## config.mk

```make
export PLATFORM = sky130hd
export DESIGN_NAME = bootmap_decoder
export DESIGN_NICKNAME = d
export VERILOG_FILES = /design/src/rtl/bootmap_pkg.sv /design/src/rtl/bootmap_state.sv /design/src/rtl/bootmap_bank_match.sv /design/src/rtl/bootmap_decode.sv /design/src/rtl/bootmap_decoder.sv
export SDC_FILE = /design/constraint.sdc
export NUM_CORES = 1
export LEC_CHECK = 0
export CORE_MARGIN = 2
export CORE_UTILIZATION = 19
export CTS_BUF_LIST = sky130_fd_sc_hd__clkbuf_16
export DETAILED_ROUTE_END_ITERATION = 10
export HOLD_SLACK_MARGIN = 0.08
export PLACE_DENSITY = 0.77
export SLEW_MARGIN = 20
export SYNTH_ARGS = -nofsm -noshare
export SYNTH_HDL_FRONTEND = slang
export SYNTH_SLANG_ARGS = --single-unit
```

## constraint.sdc

```tcl
create_clock -name clk -period 1.6 [get_ports clk]
set_input_delay 0.16 -clock clk [delete_from_list [all_inputs] [get_ports clk]]
set_output_delay 0.16 -clock clk [all_outputs]
set_load 0.005 [all_outputs]
```

## src/rtl/bootmap_pkg.sv

```systemverilog
package bootmap_pkg;

    typedef struct packed {
        logic boot_xram;
        logic remapped;
    } map_state_t;

    typedef struct packed {
        logic pram;
        logic xram;
        logic cs0;
        logic ext;
        logic periph;
        logic abort_f;
    } route_t;

endpackage

```

## src/rtl/bootmap_state.sv

```systemverilog
module bootmap_state
    import bootmap_pkg::*;
#(
    parameter int CFG_W     = 32,
    parameter int REMAP_BIT = 0
) (
    input  logic             clk,
    input  logic             rst_n,
    input  logic             boot_pin,
    input  logic             cfg_we,
    input  logic [CFG_W-1:0] cfg_wdata,
    output map_state_t       st_q
);

    map_state_t st_d;

    // During reset the strap is re-sampled on every edge, so the final
    // reset edge decides; remap is forced off.
    always_comb begin
        st_d = st_q;
        if (!rst_n) begin
            st_d.boot_xram = boot_pin;
            st_d.remapped  = 1'b0;
        end else if (cfg_we && cfg_wdata[REMAP_BIT]) begin
            st_d.remapped  = 1'b1;
        end
    end

    always_ff @(posedge clk) begin
        st_q <= st_d;
    end

endmodule

```

## src/rtl/bootmap_bank_match.sv

```systemverilog
module bootmap_bank_match #(
    parameter int                ADDR_W   = 32,
    parameter logic [ADDR_W-1:0] EXT_BASE = 32'h0040_0000,
    parameter logic [ADDR_W-1:0] CS_BYTES = 32'h0010_0000,
    parameter int                NUM_CS   = 8
) (
    input  logic [ADDR_W-1:0] addr,
    output logic [NUM_CS-1:0] hit
);

    for (genvar k = 0; k < NUM_CS; k++) begin : g_bank
        localparam logic [ADDR_W-1:0] BASE = EXT_BASE + ADDR_W'(k) * CS_BYTES;
        localparam logic [ADDR_W-1:0] LAST = BASE + CS_BYTES - ADDR_W'(1);
        assign hit[k] = (addr >= BASE) && (addr <= LAST);
    end

endmodule

```

## src/rtl/bootmap_decode.sv

```systemverilog
module bootmap_decode
    import bootmap_pkg::*;
#(
    parameter int                ADDR_W       = 32,
    parameter int                REGION_SHIFT = 22,
    parameter logic [ADDR_W-1:0] BOOT_WIN     = 32'h0010_0000,
    parameter logic [ADDR_W-1:0] PRAM_BYTES   = 32'h0000_2000,
    parameter logic [ADDR_W-1:0] XRAM_BASE    = 32'h0010_0000,
    parameter logic [ADDR_W-1:0] XRAM_BYTES   = 32'h0002_0000,
    parameter logic [ADDR_W-1:0] CS_BYTES     = 32'h0010_0000,
    parameter int                NUM_CS       = 8
) (
    input  logic [ADDR_W-1:0] addr,
    input  logic              addr_valid,
    input  map_state_t        st,
    input  logic [NUM_CS-1:0] bank_hit,
    output route_t            route,
    output logic [ADDR_W-1:0] offset
);

    localparam int                HI_W      = ADDR_W - REGION_SHIFT;
    localparam logic [ADDR_W-1:0] PRAM_MASK = PRAM_BYTES - ADDR_W'(1);
    localparam logic [ADDR_W-1:0] XRAM_MASK = XRAM_BYTES - ADDR_W'(1);
    localparam logic [ADDR_W-1:0] CS_MASK   = CS_BYTES - ADDR_W'(1);
    localparam logic [ADDR_W-1:0] PER_MASK  = ADDR_W'((64'd1 << REGION_SHIFT) - 64'd1);
    localparam logic [ADDR_W-1:0] XRAM_LAST = XRAM_BASE + XRAM_MASK;

    logic [HI_W-1:0] region_hi;
    logic            in_int;
    logic            in_per;
    logic            in_boot;
    logic            in_xram;
    logic            hit_upper;

    assign region_hi = addr[ADDR_W-1:REGION_SHIFT];
    assign in_int    = (region_hi == '0);
    assign in_per    = (region_hi == '1);
    assign in_boot   = (addr < BOOT_WIN);
    assign in_xram   = (addr >= XRAM_BASE) && (addr <= XRAM_LAST);
    assign hit_upper = |bank_hit[NUM_CS-1:1];

    always_comb begin
        route  = '0;
        offset = '0;
        if (addr_valid) begin
            if (in_per) begin
                route.periph = 1'b1;
                offset       = addr & PER_MASK;
            end else if (in_int) begin
                if (in_boot) begin
                    if (st.remapped) begin
                        route.pram = 1'b1;
                        offset     = addr & PRAM_MASK;
                    end else if (st.boot_xram) begin
                        route.xram = 1'b1;
                        offset     = addr & XRAM_MASK;
                    end else begin
                        route.cs0  = 1'b1;
                        offset     = addr & CS_MASK;
                    end
                end else if (in_xram) begin
                    route.xram = 1'b1;
                    offset     = addr & XRAM_MASK;
                end
            end else if (bank_hit[0]) begin
                route.cs0 = 1'b1;
                offset    = addr & CS_MASK;
            end else if (hit_upper && st.remapped) begin
                route.ext = 1'b1;
                offset    = addr & CS_MASK;
            end else begin
                route.abort_f = 1'b1;
            end
        end
    end

endmodule

```

## src/rtl/bootmap_decoder.sv

```systemverilog
module bootmap_decoder
    import bootmap_pkg::*;
#(
    parameter int                ADDR_W       = 32,
    parameter int                CFG_W        = 32,
    parameter int                REMAP_BIT    = 0,
    parameter int                REGION_SHIFT = 22,
    parameter logic [ADDR_W-1:0] BOOT_WIN     = 32'h0010_0000,
    parameter logic [ADDR_W-1:0] PRAM_BYTES   = 32'h0000_2000,
    parameter logic [ADDR_W-1:0] XRAM_BASE    = 32'h0010_0000,
    parameter logic [ADDR_W-1:0] XRAM_BYTES   = 32'h0002_0000,
    parameter logic [ADDR_W-1:0] EXT_BASE     = 32'h0040_0000,
    parameter logic [ADDR_W-1:0] CS_BYTES     = 32'h0010_0000,
    parameter int                NUM_CS       = 8
) (
    input  logic              clk,
    input  logic              rst_n,
    input  logic              boot_pin,
    input  logic [ADDR_W-1:0] addr,
    input  logic              addr_valid,
    input  logic              cfg_we,
    input  logic [CFG_W-1:0]  cfg_wdata,
    output logic              sel_pram,
    output logic              sel_xram,
    output logic              sel_cs0,
    output logic              sel_ext,
    output logic              sel_periph,
    output logic              bus_abort,
    output logic [ADDR_W-1:0] dev_offset
);

    map_state_t        st_q;
    logic [NUM_CS-1:0] bank_hit;
    route_t            route;

    bootmap_state #(
        .CFG_W    (CFG_W),
        .REMAP_BIT(REMAP_BIT)
    ) u_state (
        .clk      (clk),
        .rst_n    (rst_n),
        .boot_pin (boot_pin),
        .cfg_we   (cfg_we),
        .cfg_wdata(cfg_wdata),
        .st_q     (st_q)
    );

    bootmap_bank_match #(
        .ADDR_W  (ADDR_W),
        .EXT_BASE(EXT_BASE),
        .CS_BYTES(CS_BYTES),
        .NUM_CS  (NUM_CS)
    ) u_banks (
        .addr(addr),
        .hit (bank_hit)
    );

    bootmap_decode #(
        .ADDR_W      (ADDR_W),
        .REGION_SHIFT(REGION_SHIFT),
        .BOOT_WIN    (BOOT_WIN),
        .PRAM_BYTES  (PRAM_BYTES),
        .XRAM_BASE   (XRAM_BASE),
        .XRAM_BYTES  (XRAM_BYTES),
        .CS_BYTES    (CS_BYTES),
        .NUM_CS      (NUM_CS)
    ) u_decode (
        .addr      (addr),
        .addr_valid(addr_valid),
        .st        (st_q),
        .bank_hit  (bank_hit),
        .route     (route),
        .offset    (dev_offset)
    );

    assign sel_pram   = route.pram;
    assign sel_xram   = route.xram;
    assign sel_cs0    = route.cs0;
    assign sel_ext    = route.ext;
    assign sel_periph = route.periph;
    assign bus_abort  = route.abort_f;

endmodule

```

Yosys cells after proc, flatten, opt, wreduce, memory -nomap -nowiden
Index checks and enable logic that the tools add are counted.

Magnitude comparators: 19. Equal/unequal tests: 1. Mux-type cells: 30. Reduce and logical (&&, ||, !) cells: 13.

Operator list (number): $ge A32 B23 Y1 const B (4); $ge A32 B24 Y1 const B (4); $le A32 B23 Y1 const B (4); $le A32 B24 Y1 const B (4); $mux W32 (4); $mux W20 (4); $ge A32 B21 Y1 const B (1); $le A32 B21 Y1 const B (1); $lt A32 B21 Y1 const B (1); $mux W1 (17); $mux W17 (1); $logic_and A1 B1 Y1 (11); $eq A10 B10 Y1 const B (1); $logic_not A10 Y1 (1); $reduce_or A7 Y1 (1); $mux W6 (1); $mux W2 (2); $mux W4 (1).

Register bits: 2. Logic and storage cells: 65.

Depth between registers and ports, before layout
Word-level depth: 9. Gate-level depth with buffers: 5. Gate-level depth less buffers: 4.

Hierarchy
From an unflattened synthesis, not the netlist that was laid out.

Cells, all modules: 117. Area total of the unflattened synthesis: 708.2 sq um.

Modules (own cells, without submodules): bootmap_decode (times used 1, cells each 94, area each 535.5 sq um); bootmap_bank_match (times used 1, cells each 18, area each 110.1 sq um); bootmap_state (times used 1, cells each 5, area each 62.6 sq um).

Worst setup path after synthesis
No wires, ideal clock.

Kind: input -> output. Start: input addr[31]. End: output dev_offset[10]. Arrival time: 1.455 ns. Setup slack: -0.015 ns. Stages on the path: 5. Path buffers: 1. Path through: or4_1 -> nor3_4 -> a31oi_2 -> buf_6 -> a21boi_2.

Cells in the longest elaborated chain, start to end: 9. Elaborated cells between the ends (all ways): 39. Those cells by class: order compare: 19; eq/ne: 1; mux: 7; reduce/logical: 12.

RTL lines: from (decl) (RTL line bootmap_decoder.sv:19) `input logic [ADDR_W-1:0] addr,`; $ge A32 B23 Y1, or another cell as far along (RTL line bootmap_bank_match.sv:14) `assign hit[k] = (addr >= BASE) && (addr <= LAST);`; $logic_and A1 B1 Y1 (RTL line bootmap_bank_match.sv:14); $reduce_or A7 Y1 (RTL line bootmap_decode.sv:40) `assign hit_upper = |bank_hit[NUM_CS-1:1];`; $logic_and A1 B1 Y1 (RTL line bootmap_decode.sv:68) `end else if (hit_upper && st.remapped) begin`; $mux W20 (RTL line bootmap_decode.sv:68); $mux W20 (RTL line bootmap_decode.sv:65) `end else if (bank_hit[0]) begin`; $mux W32 (RTL line bootmap_decode.sv:49) `end else if (in_int) begin`; $mux W32 * (RTL line bootmap_decode.sv:46) `if (in_per) begin`; $mux W32 * (RTL line bootmap_decode.sv:45) `if (addr_valid) begin`; to (decl) (RTL line bootmap_decoder.sv:29) `output logic [ADDR_W-1:0] dev_offset`.

Mark *: on every way between the ends. The rest lies on a longest branch, timed or not.

Worst setup path after layout
Start: input addr[28]. End: output dev_offset[17].

The elaborated chain is that of the path after synthesis.

==> results.txt <==
H-tree depth: 1
ys async rst share: 0%
failing checks: negative setup slack
# setup viols final: 23
largest net degree at the start of global routing: 8
Seq/Total Area, Yosys: 8.05%
Core ar.: 0.00308 sq mm
hpwl dp: 2.09 mm
Routed Antenna Nets: 0
gr usage total: 15.0%
routed len/inst: 12.7 microns
Setup TNS Final: -5.81 ns
Peak supply drop: 0.656 mV
final period utilization: 120%
Initial Util: 20.2%
Top Registers: u_state.st_q: 2 flops
Top Layer Used: met4
Leak: 0.842 nW
CP max FO: 4
fmax: 0.521 GHz
Top FF cell, synth: edfxtp_1
Die X: 61.2 microns
CTS tree: built
maximum capacitance violations: 0
Final GP Congestion: 0.747
status: finished with violations
Die Span Y: 61.2 microns
port bufs: 65
total gr overflow: 0
final WL: 2.83 mm
Yosys reg bits: 2
syn avg cell area: 8.29 sq um
Biggest register: u_state.st_q
Residual DRC: 0
CP endpoint kind: output port
Worst Path Required: 1.44 ns
full die area: 0.00375 sq mm
cts bufs inserted: 3
RSZ-0062 raised after global routing: yes
WS Path Type: input port to output port
latest clock arrival within the worst-skew pair: 0.22 ns
vias per cell: 4.31
Post-synth EDFFs: 1
Slew Limit Fails: 0
final hold viol count: 0
wl on met1: 935 microns
initial antenna violation count: 0
via count: 962
clk_skew: 0 ns
# rows: 20
DRT Pass-1 Iters: 4
# clock sinks: 2
Critical Path AT: 1.76 ns
Cell variety after synth: 37
Iter 0 DRT Violations: 16
antenna cells: 0
Pwr Total: 0.000646 W
Post-Synthesis Cell Area: 622 sq um
met3 wire len: 228 microns
hold crit path type: input port to flop
Yosys warning count: 0
pwr/cell area: 385 mW/mm^2
hold-fix buffers at CTS: 0
io pins: 107
CTS max path bufs: 2
first-pass GRT wire length: 4.20 mm
met2 WL post-DR: 1.65 mm
Tmin final: 1.92 ns
Startpoint Class: input port
clock slew at reported path FFs: 0.03 ns
Clock Tree Root: clkbuf_16
vias in the first global route: 978
gate count after technology mapping: 75
Nets: 249
final worst slack: -0.318 ns
max reg flops: 2
Synth-to-Final Area Change: 170%
share of cells above drive strength 1: 62.0%
-- cells in the mapped netlist (2+ instances only) --
cell	n	share of area (%)
nor2_1	7	4.2
nand4_1	2	2.0
nor2b_1	4	4.0
a21boi_0	4	4.8
a21boi_2	10	18
buf_4	11	13
inv_1	3	1.8
and2_1	5	5.0
-- worst paths after layout --
| check | depth (start not counted) | to | slack (ns) | startpoint |
|---|---|---|---|---|
| max | 9 | dev_offset[17] | -0.32 | addr[28] |
| min | 1 | u_state.st_q[1] | 0.49 | boot_pin |
| max reg2reg | 3 | u_state.st_q[0] | 0.82 | u_state.st_q[0] |
| min reg2reg | 3 | u_state.st_q[0] | 0.71 | u_state.st_q[0] |
-- worst max-delay path: stages --
cell	delay [ns]
buf_6	0.09
or4_4	0.55
nor3_4	0.20
buf_6	0.14
buf_6	0.10
a41o_1	0.19
buf_6	0.11
and2_4	0.13
buf_6	0.08
-- repair_timing --
action                                  CTS  global route
gates resized for setup                 184            18
pin swaps                                24            11
endpoints found under the setup margin   28            25
buffers inserted                         20             3
cloned                                    2             0
-- area by class of cell --
type	instances	area [sq um]
Sequential cell	2	51.3
Timing Repair Buffer	104	877
Inverter	3	11.3
Tap cell	44	55.1
Multi-Input combinational cell	66	606
Fill cell	311	1400
Clock buffer	3	75.1
Clock inverter	1	3.75
-- layer usage --
layer,global-route usage (%),up-vias
met5,0,-
met4,4.66,0
met3,2.73,2
met2,30.9,38
met1,14.6,455
li1,-,467
-- placed cells by master (no fill, tap or decap), types with 2 or more instances in the layout --
master	instances
nand4_1	2
dlygate4sd2_1	6
clkdlybuf4s50_1	21
nor2_1	7
nor2b_1	4
buf_4	19
and2_4	2
buf_2	29
buf_6	22
inv_1	3
a21boi_2	13
clkbuf_2	4
conb_1	10
or4_4	2
clkbuf_16	3
and2_1	3
-- metrics by stage --
stage	setup slack, ns	util (%)	cell area, sq um	hold WS, ns	cells
after floorplan	-0.00153	-	663	0.259	84
after global placement	-0.954	45.4	1400	0.707	196
after detailed placement	-1.03	45.4	1400	0.719	196
after CTS	-0.352	53.8	1660	0.489	221
after global routing	-0.386	54.6	1680	0.513	223
final	-0.318	54.6	1680	0.491	223
-- cell families (layout without fill, tap and decap cells) --
family | count (synthesis) | in the layout | share of synthesized area (%)
simple gates | 30 | 30 | 34.2
mux | 1 | 1 | 1.61
other cells | 1 | 10 | 0.603
compound gates | 25 | 25 | 37.8
flops | 2 | 2 | 8.05
buf+inv | 16 | 111 | 17.7
-- report_power, final --
part / leakage, nW / switching, W / internal [W] / total (W)
clock network: 0.0423 / 0.0000626 / 0.000322 / 0.000384
logic: 0.782 / 0.0000752 / 0.000122 / 0.000197
registers: 0.0184 / 0.00000628 / 0.0000588 / 0.0000651
Note: power is estimated with default switching activity, not from simulation.
